`src/rtl/deconv_pkg.sv`:
```
package deconv_pkg;

    localparam int KDIM  = 3;
    localparam int NTAP  = KDIM * KDIM;
    localparam int NMODE = 4;
    localparam int NPOS  = 4;

    typedef enum logic [1:0] {
        ENG_WAIT  = 2'd0,
        ENG_STEP1 = 2'd1,
        ENG_EMIT  = 2'd2
    } eng_state_e;

    // Tap driven by a slice in a given step; -1 marks a zero-padded slice.
    function automatic int slice_tap(bit half, int step, int s);
        int t;
        t = -1;
        if (!half) begin
            if (step == 0) t = s;
        end else if (step == 0) begin
            case (s)
                0: t = 0;
                1: t = 2;
                2: t = 6;
                3: t = 8;
                4: t = 4;
                default: t = -1;
            endcase
        end else begin
            case (s)
                0: t = 1;
                1: t = 7;
                2: t = 3;
                3: t = 5;
                default: t = -1;
            endcase
        end
        return t;
    endfunction

    // Phase of a tap: odd kernel row selects the lower output row, odd column the right one.
    function automatic int tap_mode(int t);
        int u;
        int v;
        u = t / KDIM;
        v = t % KDIM;
        return ((u == 1) ? 2 : 0) + ((v == 1) ? 1 : 0);
    endfunction

    // Window pixel feeding a tap: 0 top-left, 1 top-right, 2 bottom-left, 3 bottom-right.
    function automatic int tap_pos(int t);
        int u;
        int v;
        u = t / KDIM;
        v = t % KDIM;
        return ((u != 0) ? 2 : 0) + ((v != 0) ? 1 : 0);
    endfunction

    // Step in which a phase completes.
    function automatic int mode_step(bit half, int m);
        return (half && (m == 1 || m == 2)) ? 1 : 0;
    endfunction

endpackage

```
`src/rtl/deconv_wbank.sv`:
```
module deconv_wbank
    import deconv_pkg::*;
#(
    parameter int DATA_W = 8
) (
    input  logic                             clk,
    input  logic                             rst,
    input  logic                             we,
    input  logic [3:0]                       idx,
    input  logic [DATA_W-1:0]                data,
    input  logic                             busy,
    output logic [NTAP-1:0][DATA_W-1:0]      wts
);

    localparam logic [3:0] IDX_END = 4'(NTAP);

    always_ff @(posedge clk) begin
        if (rst) begin
            wts <= '0;
        end else if (we && !busy && (idx < IDX_END)) begin
            wts[idx] <= data;
        end
    end

    // weights frozen while a frame runs
    a_r7_frozen: assert property (@(posedge clk) disable iff (rst)
        busy |=> $stable(wts));

endmodule

```
`src/rtl/deconv_ctrl.sv`:
```
module deconv_ctrl #(
    parameter int DATA_W = 8,
    parameter int IMG_H  = 4,
    parameter int IMG_W  = 5,
    localparam int RW    = $clog2(IMG_H + 1),
    localparam int CW    = (IMG_W > 1) ? $clog2(IMG_W) : 1
) (
    input  logic                    clk,
    input  logic                    rst,
    input  logic                    in_valid,
    input  logic [DATA_W-1:0]       in_pixel,
    output logic                    in_ready,
    input  logic                    win_adv,
    output logic                    win_ready,
    output logic [RW-1:0]           win_row,
    output logic [CW-1:0]           win_col,
    output logic [3:0][DATA_W-1:0]  win_px,
    output logic                    busy
);

    localparam logic [RW-1:0] ROW_LAST = RW'(IMG_H - 1);
    localparam logic [RW-1:0] ROW_END  = RW'(IMG_H);
    localparam logic [CW-1:0] COL_LAST = CW'(IMG_W - 1);

    logic [RW-1:0]     in_row;
    logic [CW-1:0]     in_col;
    logic [DATA_W-1:0] lbuf [2][IMG_W];
    logic [RW-1:0]     need_row;
    logic [CW-1:0]     need_col;
    logic              row_edge;
    logic              col_edge;
    logic              top_s;
    logic              bot_s;
    logic              take;

    assign row_edge = (win_row == ROW_LAST);
    assign col_edge = (win_col == COL_LAST);
    assign need_row = row_edge ? win_row : win_row + RW'(1);
    assign need_col = col_edge ? win_col : win_col + CW'(1);

    // A window is computable once its bottom-right pixel (or the edge) has arrived.
    assign win_ready = (in_row > need_row) || ((in_row == need_row) && (in_col > need_col));

    // Input may run at most one row ahead of the window's bottom row: two row slots.
    assign in_ready = (in_row != ROW_END) && (in_row <= win_row + RW'(1));
    assign take     = in_valid && in_ready;
    assign busy     = (in_row != '0) || (in_col != '0);

    assign top_s = win_row[0];
    assign bot_s = ~win_row[0];

    always_comb begin
        win_px[0] = lbuf[top_s][win_col];
        win_px[1] = col_edge ? '0 : lbuf[top_s][need_col];
        win_px[2] = row_edge ? '0 : lbuf[bot_s][win_col];
        win_px[3] = (row_edge || col_edge) ? '0 : lbuf[bot_s][need_col];
    end

    always_ff @(posedge clk) begin
        if (rst) begin
            in_row  <= '0;
            in_col  <= '0;
            win_row <= '0;
            win_col <= '0;
        end else if (win_adv && row_edge && col_edge) begin
            in_row  <= '0;
            in_col  <= '0;
            win_row <= '0;
            win_col <= '0;
        end else begin
            if (take) begin
                if (in_col == COL_LAST) begin
                    in_col <= '0;
                    in_row <= in_row + RW'(1);
                end else begin
                    in_col <= in_col + CW'(1);
                end
            end
            if (win_adv) begin
                if (col_edge) begin
                    win_col <= '0;
                    win_row <= win_row + RW'(1);
                end else begin
                    win_col <= win_col + CW'(1);
                end
            end
        end
    end

    always_ff @(posedge clk) begin
        if (take) begin
            lbuf[in_row[0]][in_col] <= in_pixel;
        end
    end

    // the window never overtakes the input
    a_r12_window_behind: assert property (@(posedge clk) disable iff (rst)
        win_row <= in_row);

endmodule

```
`src/rtl/deconv_slices.sv`:
```
module deconv_slices
    import deconv_pkg::*;
#(
    parameter int DATA_W    = 8,
    parameter bit HALF_AREA = 1'b0,
    localparam int ACC_W    = 2 * DATA_W + 4,
    localparam int NSLICE   = HALF_AREA ? 5 : NTAP
) (
    input  logic                          step,
    input  logic [NTAP-1:0][DATA_W-1:0]   wts,
    input  logic [NPOS-1:0][DATA_W-1:0]   px,
    output logic [NMODE-1:0][ACC_W-1:0]   mode_sum,
    output logic [NMODE-1:0]              mode_en
);

    logic [NSLICE-1:0][ACC_W-1:0] contrib;
    logic [NSLICE-1:0][1:0]       smode;
    logic [NSLICE-1:0]            son;

    for (genvar s = 0; s < NSLICE; s++) begin : g_slice
        localparam int T0  = slice_tap(HALF_AREA, 0, s);
        localparam int T1  = slice_tap(HALF_AREA, 1, s);
        localparam int T0I = (T0 < 0) ? 0 : T0;
        localparam int T1I = (T1 < 0) ? 0 : T1;
        localparam bit V0  = (T0 >= 0);
        localparam bit V1  = (T1 >= 0);
        localparam logic [1:0] M0 = 2'(tap_mode(T0I));
        localparam logic [1:0] M1 = 2'(tap_mode(T1I));
        localparam int P0  = tap_pos(T0I);
        localparam int P1  = tap_pos(T1I);

        logic signed [DATA_W-1:0]   wsel;
        logic signed [DATA_W-1:0]   psel;
        logic signed [2*DATA_W-1:0] prod;

        assign wsel       = step ? wts[T1I] : wts[T0I];
        assign psel       = step ? px[P1]   : px[P0];
        assign smode[s]   = step ? M1 : M0;
        assign son[s]     = step ? V1 : V0;
        assign prod       = wsel * psel;
        assign contrib[s] = son[s] ? ACC_W'(prod) : '0;
    end

    always_comb begin
        for (int m = 0; m < NMODE; m++) begin
            mode_sum[m] = '0;
            for (int s = 0; s < NSLICE; s++) begin
                if (son[s] && (smode[s] == 2'(m))) begin
                    mode_sum[m] = mode_sum[m] + contrib[s];
                end
            end
            mode_en[m] = (mode_step(HALF_AREA, m) == (step ? 1 : 0));
        end
    end

endmodule

```
`src/rtl/deconv_s2k3.sv`:
```
module deconv_s2k3
    import deconv_pkg::*;
#(
    parameter int DATA_W    = 8,
    parameter int IMG_H     = 4,
    parameter int IMG_W     = 5,
    parameter bit HALF_AREA = 1'b0,
    localparam int ACC_W    = 2 * DATA_W + 4,
    localparam int ORW      = $clog2(2 * IMG_H),
    localparam int OCW      = $clog2(2 * IMG_W)
) (
    input  logic              clk,
    input  logic              rst,
    input  logic              wt_we,
    input  logic [3:0]        wt_idx,
    input  logic [DATA_W-1:0] wt_data,
    input  logic              in_valid,
    output logic              in_ready,
    input  logic [DATA_W-1:0] in_pixel,
    output logic              out_valid,
    input  logic              out_ready,
    output logic [ACC_W-1:0]  out_data,
    output logic [ORW-1:0]    out_row,
    output logic [OCW-1:0]    out_col
);

    localparam int RW = $clog2(IMG_H + 1);
    localparam int CW = (IMG_W > 1) ? $clog2(IMG_W) : 1;

    eng_state_e                   state;
    logic [1:0]                   idx;
    logic [NMODE-1:0][ACC_W-1:0]  res;
    logic [NTAP-1:0][DATA_W-1:0]  wts;
    logic [NPOS-1:0][DATA_W-1:0]  win_px;
    logic [NMODE-1:0][ACC_W-1:0]  mode_sum;
    logic [NMODE-1:0]             mode_en;
    logic [RW-1:0]                win_row;
    logic [CW-1:0]                win_col;
    logic                         win_ready;
    logic                         win_adv;
    logic                         busy;
    logic                         step;
    logic                         fire;

    deconv_ctrl #(
        .DATA_W (DATA_W),
        .IMG_H  (IMG_H),
        .IMG_W  (IMG_W)
    ) u_ctrl (
        .clk       (clk),
        .rst       (rst),
        .in_valid  (in_valid),
        .in_pixel  (in_pixel),
        .in_ready  (in_ready),
        .win_adv   (win_adv),
        .win_ready (win_ready),
        .win_row   (win_row),
        .win_col   (win_col),
        .win_px    (win_px),
        .busy      (busy)
    );

    deconv_wbank #(
        .DATA_W (DATA_W)
    ) u_wbank (
        .clk  (clk),
        .rst  (rst),
        .we   (wt_we),
        .idx  (wt_idx),
        .data (wt_data),
        .busy (busy),
        .wts  (wts)
    );

    deconv_slices #(
        .DATA_W    (DATA_W),
        .HALF_AREA (HALF_AREA)
    ) u_slices (
        .step     (step),
        .wts      (wts),
        .px       (win_px),
        .mode_sum (mode_sum),
        .mode_en  (mode_en)
    );

    assign step      = (state == ENG_STEP1);
    assign fire      = ((state == ENG_WAIT) && win_ready) || (state == ENG_STEP1);
    assign out_valid = (state == ENG_EMIT);
    assign out_data  = res[idx];
    assign out_row   = ORW'({win_row, idx[1]});
    assign out_col   = OCW'({win_col, idx[0]});
    assign win_adv   = out_valid && out_ready && (idx == 2'd3);

    always_ff @(posedge clk) begin
        if (rst) begin
            state <= ENG_WAIT;
            idx   <= '0;
            res   <= '0;
        end else begin
            if (fire) begin
                for (int m = 0; m < NMODE; m++) begin
                    if (mode_en[m]) res[m] <= mode_sum[m];
                end
            end
            case (state)
                ENG_WAIT: begin
                    if (win_ready) state <= HALF_AREA ? ENG_STEP1 : ENG_EMIT;
                end
                ENG_STEP1: state <= ENG_EMIT;
                ENG_EMIT: begin
                    if (out_ready) begin
                        if (idx == 2'd3) begin
                            idx   <= '0;
                            state <= ENG_WAIT;
                        end else begin
                            idx <= idx + 2'd1;
                        end
                    end
                end
                default: state <= ENG_WAIT;
            endcase
        end
    end

    // stalled output holds
    a_r10_hold: assert property (@(posedge clk) disable iff (rst)
        out_valid && !out_ready |=> out_valid && $stable(out_data) && $stable(out_row) && $stable(out_col));

    // the four phases of a window leave back to back
    a_r1_burst: assert property (@(posedge clk) disable iff (rst)
        out_valid && out_ready && !(out_row[0] && out_col[0]) |=> out_valid);

    // coordinates stay inside the upsampled map
    a_r1_range: assert property (@(posedge clk) disable iff (rst)
        out_valid |-> (int'(out_row) < 2 * IMG_H) && (int'(out_col) < 2 * IMG_W));

endmodule

```
`config.mk`:
```
export PLATFORM = sky130hd
export DESIGN_NAME = deconv_s2k3
export DESIGN_NICKNAME = d
export VERILOG_FILES = /design/src/rtl/deconv_pkg.sv /design/src/rtl/deconv_wbank.sv /design/src/rtl/deconv_ctrl.sv /design/src/rtl/deconv_slices.sv /design/src/rtl/deconv_s2k3.sv
export SDC_FILE = /design/constraint.sdc
export NUM_CORES = 2
export LEC_CHECK = 0
export ABC_CLOCK_PERIOD_IN_PS = 12800
export BUFFER_PORTS_ARGS = -buffer_cell sky130_fd_sc_hd__buf_2
export CORE_UTILIZATION = 45
export DETAILED_ROUTE_END_ITERATION = 10
export HOLD_SLACK_MARGIN = 0.05
export MAX_ROUTING_LAYER = met4
export PLACE_DENSITY = 0.63
export REMOVE_ABC_BUFFERS = 1
export SKIP_LAST_GASP = 1
export SYNTH_ARGS = -nofsm -noshare
export SYNTH_HDL_FRONTEND = slang
export SYNTH_SLANG_ARGS = --single-unit
```
`constraint.sdc`:
```
create_clock -name clk -period 12.8 [get_ports clk]
set_input_delay 1.92 -clock clk [delete_from_list [all_inputs] [get_ports clk]]
set_output_delay 1.92 -clock clk [all_outputs]
set_load 0.01 [all_outputs]
```
# Yosys cells after proc, flatten, opt, wreduce, memory -nomap -nowiden
# Memory sizes are Yosys's and may differ from the RTL's. A register that Yosys moved wholly into a read port is not among the register bits.
# Cells that the tools add are included.
word_totals:
  ram_bits: 80
  mem_count: 1
  reg_bits: 168
  word_cells: 214
  in_bits: 25
  output_inout_bits: 29
classes:
  n_bitwise: 4
  n_mul: 9
  muxes: 83
  n_eq_ne: 20
  n_reduce_logical: 42
  add_sub_neg: 25
  n_lt_le_gt_ge: 11
memory_table:
  columns: ["name", "depth", "word_bits", "read_ports", "rd_ports_with_merged_regs", "wr", "line", "text"]
  rows:
  - ["u_ctrl.lbuf", 2, 40, 2, 1, 1, "deconv_ctrl.sv:27", "logic [DATA_W-1:0] lbuf [2][IMG_W];"]
ops:
  columns: ["operator", "count"]
  rows:
  - ["$mux 20", 33]
  - ["$add 20x20->20", 20]
  - ["$mux 8", 24]
  - ["$mul 8x8->16", 9]
  - ["$bmux 8 s3", 4]
  - ["$bwmux 72", 1]
  - ["$bmux 20 s2", 1]
  - ["$mux 40", 1]
  - ["$demux 8 s4", 1]
  - ["$logic_not 32->1", 1]
  - ["$demux 8 s3", 1]
  - ["$logic_and 1x1->1", 24]
  - ["$eq 2x2->1 const B", 8]
  - ["$add 3x1->3 const B", 4]
  - ["$ge 4x4->1 const B", 3]
  - ["$mux 2", 6]
  - ["$mux 3", 4]
  - ["$not 3->4", 3]
  - ["$eq 2x1->1 const B", 4]
  - ["$logic_not 2->1", 4]
  - ["$reduce_and 2->1", 4]
  - ["$eq 3x3->1 const B", 2]
  - ["$gt 3x3->1", 2]
  - ["$mux 1", 6]
  - ["other kinds (19)", 24]

# Logic depth before layout (Yosys ltp)
logic_depth:
  ltp_word: 26
  ltp_mapped: 53
  ltp_nobuf: 48

# Cells and area by module
# A second synthesis with hierarchy kept.
hier_totals:
  hier_cells: 4422
  area_unflattened_um2: 39604.2
by_module_without_submodules:
  columns: ["mod", "n_inst", "area_each_um2", "cells_per_inst"]
  rows:
  - ["deconv_slices", 1, 26694.4, 3327]
  - ["deconv_ctrl", 1, 5669.2, 444]
  - ["deconv_s2k3", 1, 4339.2, 393]
  - ["deconv_wbank", 1, 2901.5, 258]

# Worst setup path before layout
# No wires, ideal clock.
synth_timing:
  path_type: "reg-to-reg"
  startpoint: "register u_ctrl.win_col[0]"
  endpoint: "register res[19] (netlist bit)"
  path_stages_with_launch: 49
  arrival_ns: 10.024
  n_path_buf: 4
  setup_slack_ns: 2.653
  required_ns: 12.677
  path_cell_list: "dfxtp_1 > clkbuf_1 > inv_2 > buf_1 > ha_1 > nand2_1 > ha_1 > buf_2 > buf_4 > inv_2 > nor3b_2 > inv_1 > o21ai_0 > o221a_2 > clkinv_1 > fa_1 > fa_1 > inv_1 > (+13 left out) > o31a_1 > ha_1 > a21o_1 > a21oi_1 > nand2_1 > o21ai_1 > o21a_1 > xnor2_1 > ha_1 > a21oi_1 > nand3_1 > o31ai_1 > o21ai_0 > a31oi_1 > xnor2_1 > xnor2_1 > xor2_1 > a211oi_2"
synth_between:
  elab_chain_cells: 26
  word_cells_on_any_way: 64
synth_rtl:
  columns: ["element", "line", "text"]
  rows:
  - ["from (decl)", "deconv_ctrl.sv:16", "output logic [CW-1:0] win_col,"]
  - ["from (signal assigned)", "deconv_ctrl.sv:84", "win_col <= win_col + CW'(1);"]
  - ["$add 3x1->3 / $eq 3x3->1 (equally long branches)", "deconv_ctrl.sv:39, deconv_ctrl.sv:37", null]
  - ["$mux 3", "deconv_ctrl.sv:39", "assign need_col = col_edge ? win_col : win_col + CW'(1);"]
  - ["$not 3->4 (implied by the code)", "deconv_ctrl.sv:54, deconv_ctrl.sv:56", null]
  - ["$bmux 8 s3", "deconv_ctrl.sv:54", "win_px[1] = col_edge ? '0 : lbuf[top_s][need_col];"]
  - ["$mux 8 (implied by the code) (2 in a row)", "deconv_ctrl.sv:54", null]
  - ["$mux 8", "deconv_ctrl.sv:54", null]
  - ["$mux 8", "deconv_slices.sv:37", "assign psel = step ? px[P1] : px[P0];"]
  - ["$mul 8x8->16", "deconv_slices.sv:40", "assign prod = wsel * psel;"]
  - ["(+9 left out)", null, null]
  - ["$add 20x20->20", "deconv_slices.sv:49", "mode_sum[m] = mode_sum[m] + contrib[s];"]
  - ["$mux 20", "deconv_slices.sv:48", "if (son[s] && (smode[s] == 2'(m))) begin"]
  - ["$add 20x20->20", "deconv_slices.sv:49", null]
  - ["$mux 20", "deconv_slices.sv:48", null]
  - ["$add 20x20->20", "deconv_slices.sv:49", null]
  - ["$mux 20", "deconv_slices.sv:48", null]
  - ["$add 20x20->20", "deconv_slices.sv:49", null]
  - ["$mux 20", "deconv_slices.sv:48", null]
  - ["to (signal, indexed assignment)", "deconv_s2k3.sv:102", "if (mode_en[m]) res[m] <= mode_sum[m];"]
  - ["to (decl)", "deconv_s2k3.sv:32", "logic [NMODE-1:0][ACC_W-1:0] res;"]
# Parallel ways exist; a longest one is shown, timed or not. The select of a mux whose other input is x is not followed.
# A chain may end at the register's enable or synchronous reset.

# Worst setup path in the final report
# Same ends and word-level chain as after synthesis.

==> reports/qor.yml <==
status: "finished with violations"
failed_checks: "design-rule violations"
seq_area_um2: 5690
setup_viol: 0
area_delta_synth_final_pct: 6.51
critPathCaptureType: "register"
core_um2: 80700
slowest_delay_ns: 0.85
grt_pass1_vias: 27000
dp_slack_ns: 1.69
drive_gt1_frac: 0.0668
yosysTopAreaCell: "fa_1"
yosys_most_used_dff: "dfxtp_1"
crit_path_top_delay_cell: "nor2_1"
worst_clock_skew_ns: 0.0199
fillerInstances: 7688
max-clock-path-buffers: 3
dr.pass1.iters: 8
synth_top_area_share: 0.272
fin_ws_ns: 1.66
gr-usage-all-layers: 0.237
holdCritPathClass: "reg -> reg"
drv_slew: 0
cts_buffers: 31
yosys-top-cells-count: "inv_1, fa_1, ha_1"
postRouteAntennaNets: 0
num_vias: 26700
power_density_nw_per_um2: 72.3
antenna_found_initial: 4
synth.most_common_cell: "inv_1"
die_area_um2: 82900
cts_tree: "done"
multiInputGateArea_um2: 28000
min_period_ns: 11.14
yosys_warnings: 0
synth_area_leaders: "fa_1, ha_1, dfxtp_1, inv_1, edfxtp_1"
ys_seq_area_frac: 0.155
row_count: 104
layout.nets: 4821
wl_per_cell_um: 18.5
port_buffers: 53
finalCritPeriodShare: 0.870
netlist_area_um2: 36800
hold_viol: 0
cpMostUsedCell: "ha_1"
ir_worst_vdd_uv: 105
rsz0062_at_grt: "false"
clock-sinks: 244
post-route-util: 0.485
required_ns: 13.24
cts.clk_slew.worst_paths_ns: 0.07
hpwl_mm: 72.9
relSlewSlack: 0.243
place_congestion: 0.888
crit_start: "u_ctrl.win_col[0]"
critPathKind: "reg -> reg"
endpoint: "res[19]"
drc: 30
ios: 54
r2r_start: "u_ctrl.win_col[0]"
die_w_um: 288
timing.rr.end: "res[19]"
worstPathArrival_ns: 11.58
synthCells: 3936
syn-mean-instance-area_um2: 9.34
grt_pass1_wl_mm: 149
postCtsSetupBuffers: 0
critPathLaunchType: "register"
r2r_cells: 44
vias_per_cell: 5.33
tightest_slew_ns: 1.13
cts.repair.resized: 0
synth-seq-cells: 244
initial_utilization: 0.456
p_leak_nw: 17.8
htreeDepth: 1
root_buffer: "clkbuf_16"
wirelength_mm: 92.5
first_iter_violations: 1688
synth_edf_count: 80
r2r_slack_ns: 1.66
synth_async_sr_flop_share: 0
cts_hold_buf: 0
ys_types: 74
max_cap_violations: 0
tns_ns: 0
grt_max_degree: 81
max_freq_mhz: 89.8
grt-ovfl-total: 0
critical_path.max_fanout: 25
die_y_um: 288
total_power_mw: 2.83
clk_latency_ns: 0.58
-- routing by layer --
layer,vias up,track usage,part of all wire
li1,12600,-,-
met1,13300,0.324,0.45
met2,691,0.371,0.46
met3,132,0.0284,0.063
met4,0,0.0642,0.031
met5,-,-,0
-- how the worst min path moves through the flow --
| stage | from | to | slack, ns | depth (start not counted) |
|---|---|---|---|---|
| 2_1_floorplan | res[42] | res[42] | 0.42 | 2 |
| 3_3_place_gp | res[48] | res[48] | 0.44 | 2 |
| 3_5_place_dp | res[22] | res[22] | 0.44 | 2 |
| 4_1_cts | res[49] | res[49] | 0.45 | 2 |
| 5_1_grt | res[43] | res[43] | 0.47 | 2 |
| 6_report | res[49] | res[49] | 0.45 | 2 |
-- layout make-up --
class	instances	area share
Inverter	689	0.0660
Antenna cell	2	0.000128
Clock buffer	40	0.0212
Clock inverter	15	0.00550
Timing Repair Buffer	90	0.0139
Tap cell	1060	0.0339
Sequential cell	244	0.145
Multi-Input combinational cell	2873	0.714
-- critical path: cells and delay by family (launching register included) --
family	cells	cell delay (ns)
adder cells (fa/ha/maj)	10	4.01
AO/OA/AOI/OAI	15	2.97
AND/OR/NAND/NOR	7	1.58
buffers and inverters	6	1.10
XOR/XNOR	5	0.72
flip-flops	1	0.30
multiplexers	1	0.28
-- placed cells by master (no fill, tap or decap), types with 31 or more instances in the layout --
cell and n:
xnor2_1 186, nand2_1 343, a21o_1 48, inv_1 684
nor2_1 214, mux2i_1 125, edfxtp_1 80, nand2b_1 33
dfxtp_1 161, buf_4 38, clkbuf_16 31, buf_2 52
or3_1 40, and2_1 330, fa_1 500, mux4_2 68
a21oi_1 180, nor3_1 35, nand3_1 34, ha_1 367
o21ai_0 73
-- power by group --
group	leakage [nW]	total [mW]	switching, mW	internal [mW]
Sequential	2.05	0.826	0.0153	0.811
Clock	0.514	0.915	0.358	0.556
Combinational	15.3	1.09	0.632	0.459
-- metrics by stage --
stage	std cells	instance area, µm²	hold WS, ns
finish	5013	39200	0.452
global route	5011	39200	0.466
CTS	5011	39200	0.452
detailed placement	4956	38100	0.444
global placement	4956	38100	0.437
floorplan	3806	36200	0.423
-- kinds of logic after synthesis --
logic type               synth area share
adder cells (fa/ha/maj)             0.397
multiplexers                       0.0778
XOR/XNOR                           0.0522
flip-flops                          0.155
AO/OA/AOI/OAI                      0.0794
AND/OR/NAND/NOR                     0.153
buffers and inverters              0.0859
-- registers in the layout, indices dropped and copies added, names as in the netlist, named ones only --
signal and flops:
u_ctrl.lbuf 80, res 76, u_ctrl.win_row 3, u_ctrl.in_col 3, u_wbank.wts 72, state 1
u_ctrl.win_col 3, idx 2, u_ctrl.in_row 3
Power figures use the tool's default switching activity.
